### config.mk
export PLATFORM = sky130hd
export DESIGN_NAME = sram_bus_ctrl
export DESIGN_NICKNAME = d
export VERILOG_FILES = /design/src/rtl/sram_ctrl_pkg.sv /design/src/rtl/sram_cycle_timer.sv /design/src/rtl/sram_seq_fsm.sv /design/src/rtl/sram_lane_capture.sv /design/src/rtl/sram_bus_ctrl.sv
export SDC_FILE = /design/constraint.sdc
export NUM_CORES = 1
export LEC_CHECK = 0
export BUFFER_PORTS_ARGS = -buffer_cell sky130_fd_sc_hd__buf_4
export CAP_MARGIN = 20
export CORE_UTILIZATION = 50
export CTS_CLUSTER_SIZE = 30
export DETAILED_ROUTE_END_ITERATION = 10
export PLACE_DENSITY = 0.82
export SLEW_MARGIN = 20
export SYNTH_ARGS = -nofsm -noshare
export SYNTH_HDL_FRONTEND = slang
export SYNTH_SLANG_ARGS = --single-unit
### constraint.sdc
create_clock -name clk -period 2.76 [get_ports clk]
set_clock_uncertainty 0.1 [all_clocks]
set_input_delay 0.138 -clock clk [delete_from_list [all_inputs] [get_ports clk]]
set_output_delay 0.138 -clock clk [all_outputs]
set_load 0.05 [all_outputs]
### src/rtl/sram_ctrl_pkg.sv
package sram_ctrl_pkg;

   typedef enum logic [2:0] {
      ST_IDLE     = 3'd0,
      ST_SETUP    = 3'd1,
      ST_RD_WAIT  = 3'd2,
      ST_RD_CAPT  = 3'd3,
      ST_WR_PULSE = 3'd4,
      ST_WR_REL   = 3'd5,
      ST_TURN     = 3'd6
   } seq_state_t;

   // Whole clock cycles needed to cover a delay, rounded up.
   function automatic int cycles_for(input int delay_ps, input int clk_ps);
      return (delay_ps + clk_ps - 1) / clk_ps;
   endfunction

   function automatic int max3(input int a, input int b, input int c);
      int m;
      m = (a > b) ? a : b;
      return (m > c) ? m : c;
   endfunction

endpackage

### src/rtl/sram_cycle_timer.sv
module sram_cycle_timer #(
   parameter int CNT_W = 2
) (
   input  logic             clk,
   input  logic             rst_n,
   input  logic             load,
   input  logic [CNT_W-1:0] load_val,
   output logic             expired
);

   logic [CNT_W-1:0] cnt_q;

   always_ff @(posedge clk or negedge rst_n) begin
      if (!rst_n) begin
         cnt_q <= '0;
      end else if (load) begin
         cnt_q <= load_val;
      end else if (cnt_q != '0) begin
         cnt_q <= cnt_q - 1'b1;
      end
   end

   assign expired = (cnt_q == '0);

endmodule

### src/rtl/sram_seq_fsm.sv
module sram_seq_fsm
   import sram_ctrl_pkg::*;
#(
   parameter int RD_CYC   = 2,
   parameter int WP_CYC   = 1,
   parameter int TURN_CYC = 1,
   parameter int CNT_W    = 2
) (
   input  logic             clk,
   input  logic             rst_n,
   input  logic             req_valid,
   input  logic             op_write,
   input  logic             tmr_expired,
   output seq_state_t       state_q,
   output seq_state_t       state_nxt,
   output logic             tmr_load,
   output logic [CNT_W-1:0] tmr_val
);

   localparam logic [CNT_W-1:0] RD_LOAD   = CNT_W'(RD_CYC - 1);
   localparam logic [CNT_W-1:0] WP_LOAD   = CNT_W'(WP_CYC - 1);
   localparam logic [CNT_W-1:0] TURN_LOAD = CNT_W'(TURN_CYC - 1);

   always_comb begin
      state_nxt = state_q;
      tmr_load  = 1'b0;
      tmr_val   = '0;
      unique case (state_q)
         ST_IDLE: begin
            if (req_valid) state_nxt = ST_SETUP;
         end
         ST_SETUP: begin
            tmr_load = 1'b1;
            if (op_write) begin
               state_nxt = ST_WR_PULSE;
               tmr_val   = WP_LOAD;
            end else begin
               state_nxt = ST_RD_WAIT;
               tmr_val   = RD_LOAD;
            end
         end
         ST_RD_WAIT: begin
            if (tmr_expired) state_nxt = ST_RD_CAPT;
         end
         ST_RD_CAPT: begin
            state_nxt = ST_TURN;
            tmr_load  = 1'b1;
            tmr_val   = TURN_LOAD;
         end
         ST_TURN: begin
            if (tmr_expired) state_nxt = ST_IDLE;
         end
         ST_WR_PULSE: begin
            if (tmr_expired) state_nxt = ST_WR_REL;
         end
         ST_WR_REL: begin
            state_nxt = ST_IDLE;
         end
         default: state_nxt = ST_IDLE;
      endcase
   end

   always_ff @(posedge clk or negedge rst_n) begin
      if (!rst_n) state_q <= ST_IDLE;
      else        state_q <= state_nxt;
   end

endmodule

### src/rtl/sram_lane_capture.sv
module sram_lane_capture #(
   parameter int LANES  = 2,
   parameter int LANE_W = 8
) (
   input  logic                    clk,
   input  logic                    rst_n,
   input  logic                    capture,
   input  logic [LANES-1:0]        lane_en,
   input  logic [LANES*LANE_W-1:0] dq_in,
   output logic [LANES*LANE_W-1:0] rdata
);

   for (genvar l = 0; l < LANES; l++) begin : g_lane
      always_ff @(posedge clk or negedge rst_n) begin
         if (!rst_n) begin
            rdata[l*LANE_W +: LANE_W] <= '0;
         end else if (capture) begin
            rdata[l*LANE_W +: LANE_W] <= lane_en[l] ? dq_in[l*LANE_W +: LANE_W] : '0;
         end
      end
   end

endmodule

### src/rtl/sram_bus_ctrl.sv
module sram_bus_ctrl
   import sram_ctrl_pkg::*;
#(
   parameter int ADDR_W      = 16,
   parameter int DATA_W      = 16,
   parameter int CLK_PS      = 10000,
   parameter int ACC_PS      = 12000,
   parameter int OE_ACC_PS   = 7000,
   parameter int WP_PS       = 9000,
   parameter int DSETUP_PS   = 7000,
   parameter int BUS_REL_PS  = 6000,
   parameter int MIN_CYC_PS  = 12000
) (
   input  logic                  clk,
   input  logic                  rst_n,
   input  logic                  req_valid,
   input  logic                  req_write,
   input  logic [ADDR_W-1:0]     req_addr,
   input  logic [DATA_W-1:0]     req_wdata,
   input  logic [DATA_W/8-1:0]   req_mask,
   output logic                  req_ready,
   output logic                  rsp_done,
   output logic [DATA_W-1:0]     rsp_rdata,
   output logic [ADDR_W-1:0]     mem_addr,
   output logic                  mem_cs_n,
   output logic                  mem_we_n,
   output logic                  mem_oe_n,
   output logic [DATA_W/8-1:0]   mem_lane_n,
   output logic [DATA_W-1:0]     mem_dq_out,
   output logic                  mem_dq_oe,
   input  logic [DATA_W-1:0]     mem_dq_in
);

   localparam int LANE_W   = 8;
   localparam int LANES    = DATA_W / LANE_W;
   localparam int RD_CYC   = max3(cycles_for(ACC_PS, CLK_PS),
                                  cycles_for(OE_ACC_PS, CLK_PS), 1);
   localparam int WP_CYC   = max3(cycles_for(WP_PS, CLK_PS), 1, 1);
   localparam int TURN_CYC = max3(cycles_for(BUS_REL_PS, CLK_PS), 1, 1);
   localparam int CNT_MAX  = max3(RD_CYC, WP_CYC, TURN_CYC);
   localparam int CNT_W    = (CNT_MAX < 2) ? 1 : $clog2(CNT_MAX + 1);

   // Elaboration-time configuration checks
   initial begin : cfg_chk
      assert (DATA_W >= LANE_W && DATA_W % LANE_W == 0)
         else $error("DATA_W must be a multiple of %0d", LANE_W);
      assert (ADDR_W >= 1) else $error("ADDR_W must be positive");
      assert (CLK_PS > 0) else $error("CLK_PS must be positive");
      assert ((WP_CYC + 1) * CLK_PS >= DSETUP_PS)
         else $error("write data setup not covered");
      assert ((WP_CYC + 2) * CLK_PS >= MIN_CYC_PS)
         else $error("write cycle shorter than minimum");
      assert ((RD_CYC + 3) * CLK_PS >= MIN_CYC_PS)
         else $error("read cycle shorter than minimum");
      assert (TURN_CYC < 200) else $error("turnaround count too large");
   end

   // ---------------------------------------------------------------
   // Request capture
   // ---------------------------------------------------------------
   seq_state_t        state_q, state_nxt;
   logic              accept;
   logic              wr_q;
   logic [ADDR_W-1:0] addr_q;
   logic [DATA_W-1:0] wdata_q;
   logic [LANES-1:0]  mask_q;

   assign req_ready = (state_q == ST_IDLE);
   assign accept    = req_valid && req_ready;

   always_ff @(posedge clk or negedge rst_n) begin
      if (!rst_n) begin
         wr_q    <= 1'b0;
         addr_q  <= '0;
         wdata_q <= '0;
         mask_q  <= '0;
      end else if (accept) begin
         wr_q    <= req_write;
         addr_q  <= req_addr;
         wdata_q <= req_wdata;
         mask_q  <= req_mask;
      end
   end

   // ---------------------------------------------------------------
   // Sequencer and wait timer
   // ---------------------------------------------------------------
   logic             tmr_load, tmr_expired;
   logic [CNT_W-1:0] tmr_val;

   sram_seq_fsm #(
      .RD_CYC   (RD_CYC),
      .WP_CYC   (WP_CYC),
      .TURN_CYC (TURN_CYC),
      .CNT_W    (CNT_W)
   ) u_fsm (
      .clk         (clk),
      .rst_n       (rst_n),
      .req_valid   (req_valid),
      .op_write    (wr_q),
      .tmr_expired (tmr_expired),
      .state_q     (state_q),
      .state_nxt   (state_nxt),
      .tmr_load    (tmr_load),
      .tmr_val     (tmr_val)
   );

   sram_cycle_timer #(.CNT_W(CNT_W)) u_timer (
      .clk      (clk),
      .rst_n    (rst_n),
      .load     (tmr_load),
      .load_val (tmr_val),
      .expired  (tmr_expired)
   );

   // ---------------------------------------------------------------
   // Strobes, registered from the next state so no decode glitch
   // reaches the memory pins.
   // ---------------------------------------------------------------
   logic             sel_nxt, drive_nxt, wr_nxt;
   logic [LANES-1:0] mask_nxt;

   assign wr_nxt   = accept ? req_write : wr_q;
   assign mask_nxt = accept ? req_mask  : mask_q;

   always_comb begin
      sel_nxt   = 1'b0;
      drive_nxt = 1'b0;
      unique case (state_nxt)
         ST_SETUP:    begin sel_nxt = 1'b1; drive_nxt = wr_nxt; end
         ST_RD_WAIT,
         ST_RD_CAPT:  sel_nxt = 1'b1;
         ST_WR_PULSE,
         ST_WR_REL:   begin sel_nxt = 1'b1; drive_nxt = 1'b1; end
         default:     ;
      endcase
   end

   always_ff @(posedge clk or negedge rst_n) begin
      if (!rst_n) begin
         mem_cs_n   <= 1'b1;
         mem_we_n   <= 1'b1;
         mem_oe_n   <= 1'b1;
         mem_lane_n <= '1;
         mem_dq_oe  <= 1'b0;
         rsp_done   <= 1'b0;
      end else begin
         mem_cs_n   <= !sel_nxt;
         mem_we_n   <= !(state_nxt == ST_WR_PULSE);
         mem_oe_n   <= !(state_nxt == ST_RD_WAIT);
         mem_lane_n <= sel_nxt ? ~mask_nxt : '1;
         mem_dq_oe  <= drive_nxt;
         rsp_done   <= (state_nxt == ST_RD_CAPT) || (state_nxt == ST_WR_REL);
      end
   end

   assign mem_addr   = addr_q;
   assign mem_dq_out = wdata_q;

   // ---------------------------------------------------------------
   // Read data capture, one register per lane
   // ---------------------------------------------------------------
   logic capture;
   assign capture = (state_q == ST_RD_WAIT) && (state_nxt == ST_RD_CAPT);

   sram_lane_capture #(.LANES(LANES), .LANE_W(LANE_W)) u_capture (
      .clk     (clk),
      .rst_n   (rst_n),
      .capture (capture),
      .lane_en (mask_q),
      .dq_in   (mem_dq_in),
      .rdata   (rsp_rdata)
   );

   // ---------------------------------------------------------------
   // Protocol checks
   // ---------------------------------------------------------------
   logic [7:0] we_lo_cnt, oe_lo_cnt, oe_hi_cnt;

   always_ff @(posedge clk or negedge rst_n) begin
      if (!rst_n) begin
         we_lo_cnt <= '0;
         oe_lo_cnt <= '0;
         oe_hi_cnt <= 8'hFF;
      end else begin
         we_lo_cnt <= mem_we_n ? 8'd0 : ((we_lo_cnt == 8'hFF) ? we_lo_cnt : we_lo_cnt + 8'd1);
         oe_lo_cnt <= mem_oe_n ? 8'd0 : ((oe_lo_cnt == 8'hFF) ? oe_lo_cnt : oe_lo_cnt + 8'd1);
         oe_hi_cnt <= !mem_oe_n ? 8'd0 : ((oe_hi_cnt == 8'hFF) ? oe_hi_cnt : oe_hi_cnt + 8'd1);
      end
   end


   idle_quiet_chk: assert property (@(posedge clk) disable iff (!rst_n)
      req_ready |-> (mem_cs_n && mem_we_n && mem_oe_n && !mem_dq_oe && (&mem_lane_n)));


   rd_window_chk: assert property (@(posedge clk) disable iff (!rst_n)
      $rose(mem_oe_n) |-> (oe_lo_cnt == 8'(RD_CYC)));


   done_single_chk: assert property (@(posedge clk) disable iff (!rst_n)
      rsp_done |=> !rsp_done);


   we_inside_chk: assert property (@(posedge clk) disable iff (!rst_n)
      !mem_we_n |-> (!mem_cs_n && mem_dq_oe && mem_oe_n));


   wp_width_chk: assert property (@(posedge clk) disable iff (!rst_n)
      $rose(mem_we_n) |-> (we_lo_cnt == 8'(WP_CYC)));


   addr_hold_chk: assert property (@(posedge clk) disable iff (!rst_n)
      (!mem_cs_n && !$past(mem_cs_n)) |-> ($stable(mem_addr) && $stable(mem_lane_n)));


   no_contention_chk: assert property (@(posedge clk) disable iff (!rst_n)
      !(mem_dq_oe && !mem_oe_n));


   bus_turn_chk: assert property (@(posedge clk) disable iff (!rst_n)
      $rose(mem_dq_oe) |-> (oe_hi_cnt > 8'(TURN_CYC)));

endmodule

==> flow_summary.toml <==
[cts]
worstSkewPairLatency_ns = 0.33
cts_resized = 0
cts_buffers = 9
clockBufferDepth = 2
cts_tree = "done"
clk_transition_reported_paths_ns = 0.07
h-tree-depth = 3
cts_sinks = 63
cts_setup_buffers = 0
cts_root_buf = "clkbuf_8"

[global_routing]
grt.total_usage_pct = 27.3
grt_max_degree = 64
grt_first_pass_wirelength_um = 10700
antenna_found_initial = 0
grt_pass1_vias = 2072
overflow = 0

[run]
drv_cap = 0

[drt]
first_pass_iters = 7
avgViaCountPerCell = 4.88
drt_iter0_drc = 122
wl_um = 7500
wl_per_cell_um = 17.2
vias = 2134
ant_nets = 0
drc = 0

[die]
start_util_pct = 52.1
die-area_um2 = 5650
core_area_um2 = 5140
num_rows = 26
die_h_um = 75.2
io_pins = 110
fp.dieW_um = 75.2

[cells_and_area]
drive_above_1_share_pct = 45.8
regArea_um2 = 1580
multi_input_area_um2 = 938
final_nets = 418
final_util_pct = 81.3
antenna_cells = 0
nFillCells = 283
area_delta_synth_final_pct = 56.0

[timing]
fin_tns_setup_ns = 0
worst-slew-pin-transition_ns = 0.778
post-route-min-period_ns = 2.03
slew_viol_final = 0
setup_viol = 0
fin_ws_ns = 0.728
fmax_ghz = 0.492
rsz0062_at_grt = "no"
fin_crit_sh_pct = 73.6
finalHoldViolCount = 0
slew_headroom_pct = 48.1

[setup_path]
rr_worst_depth = 4
worstSetupPathType = "flop to flop"
timing.rr.end = "mem_lane_n[0]$_DFF_PN1_"
critPathMaxFanout = 35
arrival_ns = 2.21
r2r-start = "u_fsm.state_q[2]$_DFF_PN0_"
required_ns = 2.94
rrSetupSlack_ns = 0.73
crit_path_end_kind = "flop"
start_kind = "flop"

[status]
outcome = "complete, no violations"

[synth]
postSynthAreaPerCell_um2 = 13.2
synth.distinct_cells = 30
synth.most_common_cell = "dfrtp_1"
syn_inst = 203
synth_ff_type = "dfrtp_1"
yosys_warnings = 0
yosys-top-cells-count = "dfrtp_1 (58), nand2_1 (38), mux2_4 (30)"
synth_top_cell_by_area = "dfrtp_1"
ys_seq_area_share_pct = 59.1
async_flop_share_pct = 100
yosysTopAreaCellShare_pct = 54.2
synth-seq-cells = 63
synth-edff-count = 0
syn-num-nets = 258
synth.cell_area_um2 = 2680
synth_area_leaders = "dfrtp_1 (54%), mux2_4 (17%), nand2_1 (5.3%)"

[min_path]
min_path_cells = 4
hp-start = "req_valid"
whs_endpoint = "mem_lane_n[1]$_DFF_PN1_"
min_path_type = "primary input to flop"

[pwr]
power.density_nw_per_um2 = 1340
leakage_nw = 2.06
ir_drop_v = 0.000745

[place]
numPortBuffers = 109
hpwlAfterDp_um = 3880
dp_slack_ns = 0.742
gp_congestion = 0.760
==> placed cells by master, fill, tap and decap left out, drive strengths merged <==
cell,count
a21o,2
mux2,34
o21bai,1
nand2,38
nor3b,1
and2,2
dfstp,5
dfrtp,58
and2b,1
maj3,1
nor3,1
inv,7
nand4bb,1
o21ai,21
buf,110
a21oi,6
nor2,4
xor2,1
dlygate4sd3,52
xnor2,1
nand2b,2
clkinv,3
clkbuf,11
bufinv,1
or2b,1
o31ai,1
ha,1
==> stage by stage <==
stage                     hold slack [ns]  total power [mW]  instances  cell area, um2
after floorplan                    -0.258              3.86        203            2680
after global placement              0.157              4.56        370            3460
after detailed placement            0.163              4.62        370            3460
after CTS                          0.0918              5.50        437            4180
after global routing                0.128              5.84        437            4180
final                               0.133              5.58        437            4180
==> cell families after synthesis <==
group / count (synthesis) / share of synthesized area [%]
muxes: 34 / 18.5
adders and majority gates: 2 / 0.841
DFF: 63 / 59.1
and+or+nand+nor: 51 / 8.83
AOI/OAI and AO/OA: 31 / 6.22
xor gates and xnor gates: 2 / 0.654
buffers and inverters: 20 / 5.84
==> flip-flops by register name, indices dropped and copies added, names as in the netlist <==
| register | count |
|---|---|
| mask_q | 2 |
| mem_addr | 16 |
| mem_cs_n | 1 |
| mem_dq_oe | 1 |
| mem_dq_out | 16 |
| mem_lane_n | 2 |
| mem_oe_n | 1 |
| mem_we_n | 1 |
| rsp_done | 1 |
| u_capture.rdata | 16 |
| u_fsm.state_q | 3 |
| u_timer.cnt_q | 2 |
| wr_q | 1 |
==> worst max-delay path, cell delays in order, from the launching register on <==
cell     delay [ns]
dfrtp_1        0.50
nor3_4         0.29
and2_4         0.59
mux2_2         0.42
nand2_1        0.07
==> layer usage <==
metal | GRT usage [%] | share of wire [%]
met4 | 13.2 | 2.1
met2 | 44.3 | 49
met5 | 0 | 0
met1 | 33.5 | 42
met3 | 8.17 | 6.9
==> repair_timing <==
item,in CTS,in global routing
setup endpoints to repair,0,0
hold endpoints to repair,111,0
hold buffers,52,0
==> power by group <==
part	switching, mW	internal, mW	total (mW)
Combinational	1.96	1.13	3.09
Clock	0.348	0.457	0.805
Sequential	0.329	1.36	1.69
Total	2.63	2.95	5.58
==> how the worst max path moves through the flow <==
stage | startpoint | endpoint
CTS | u_fsm.state_q[2]$_DFF_PN0_ | mem_lane_n[1]$_DFF_PN1_
finish | u_fsm.state_q[2]$_DFF_PN0_ | mem_lane_n[0]$_DFF_PN1_
global route | u_fsm.state_q[2]$_DFF_PN0_ | mem_lane_n[1]$_DFF_PN1_
floorplan | u_fsm.state_q[2]$_DFF_PN0_ | mem_addr[0]$_DFFE_PN0P_
global placement | u_fsm.state_q[2]$_DFF_PN0_ | mem_lane_n[0]$_DFF_PN1_
detailed placement | u_fsm.state_q[2]$_DFF_PN0_ | mask_q[0]$_DFF_PN0_
==> final cells by class <==
class / count / area share [%]
inverter: 7 / 0.629
clock buffer: 11 / 3.62
multi-input combinational: 120 / 22.5
timing repair buffer: 162 / 32.2
clock inverter: 4 / 1.08
tap: 70 / 2.10
sequential: 63 / 37.9
No activity file was read; power rests on OpenSTA's default activity.
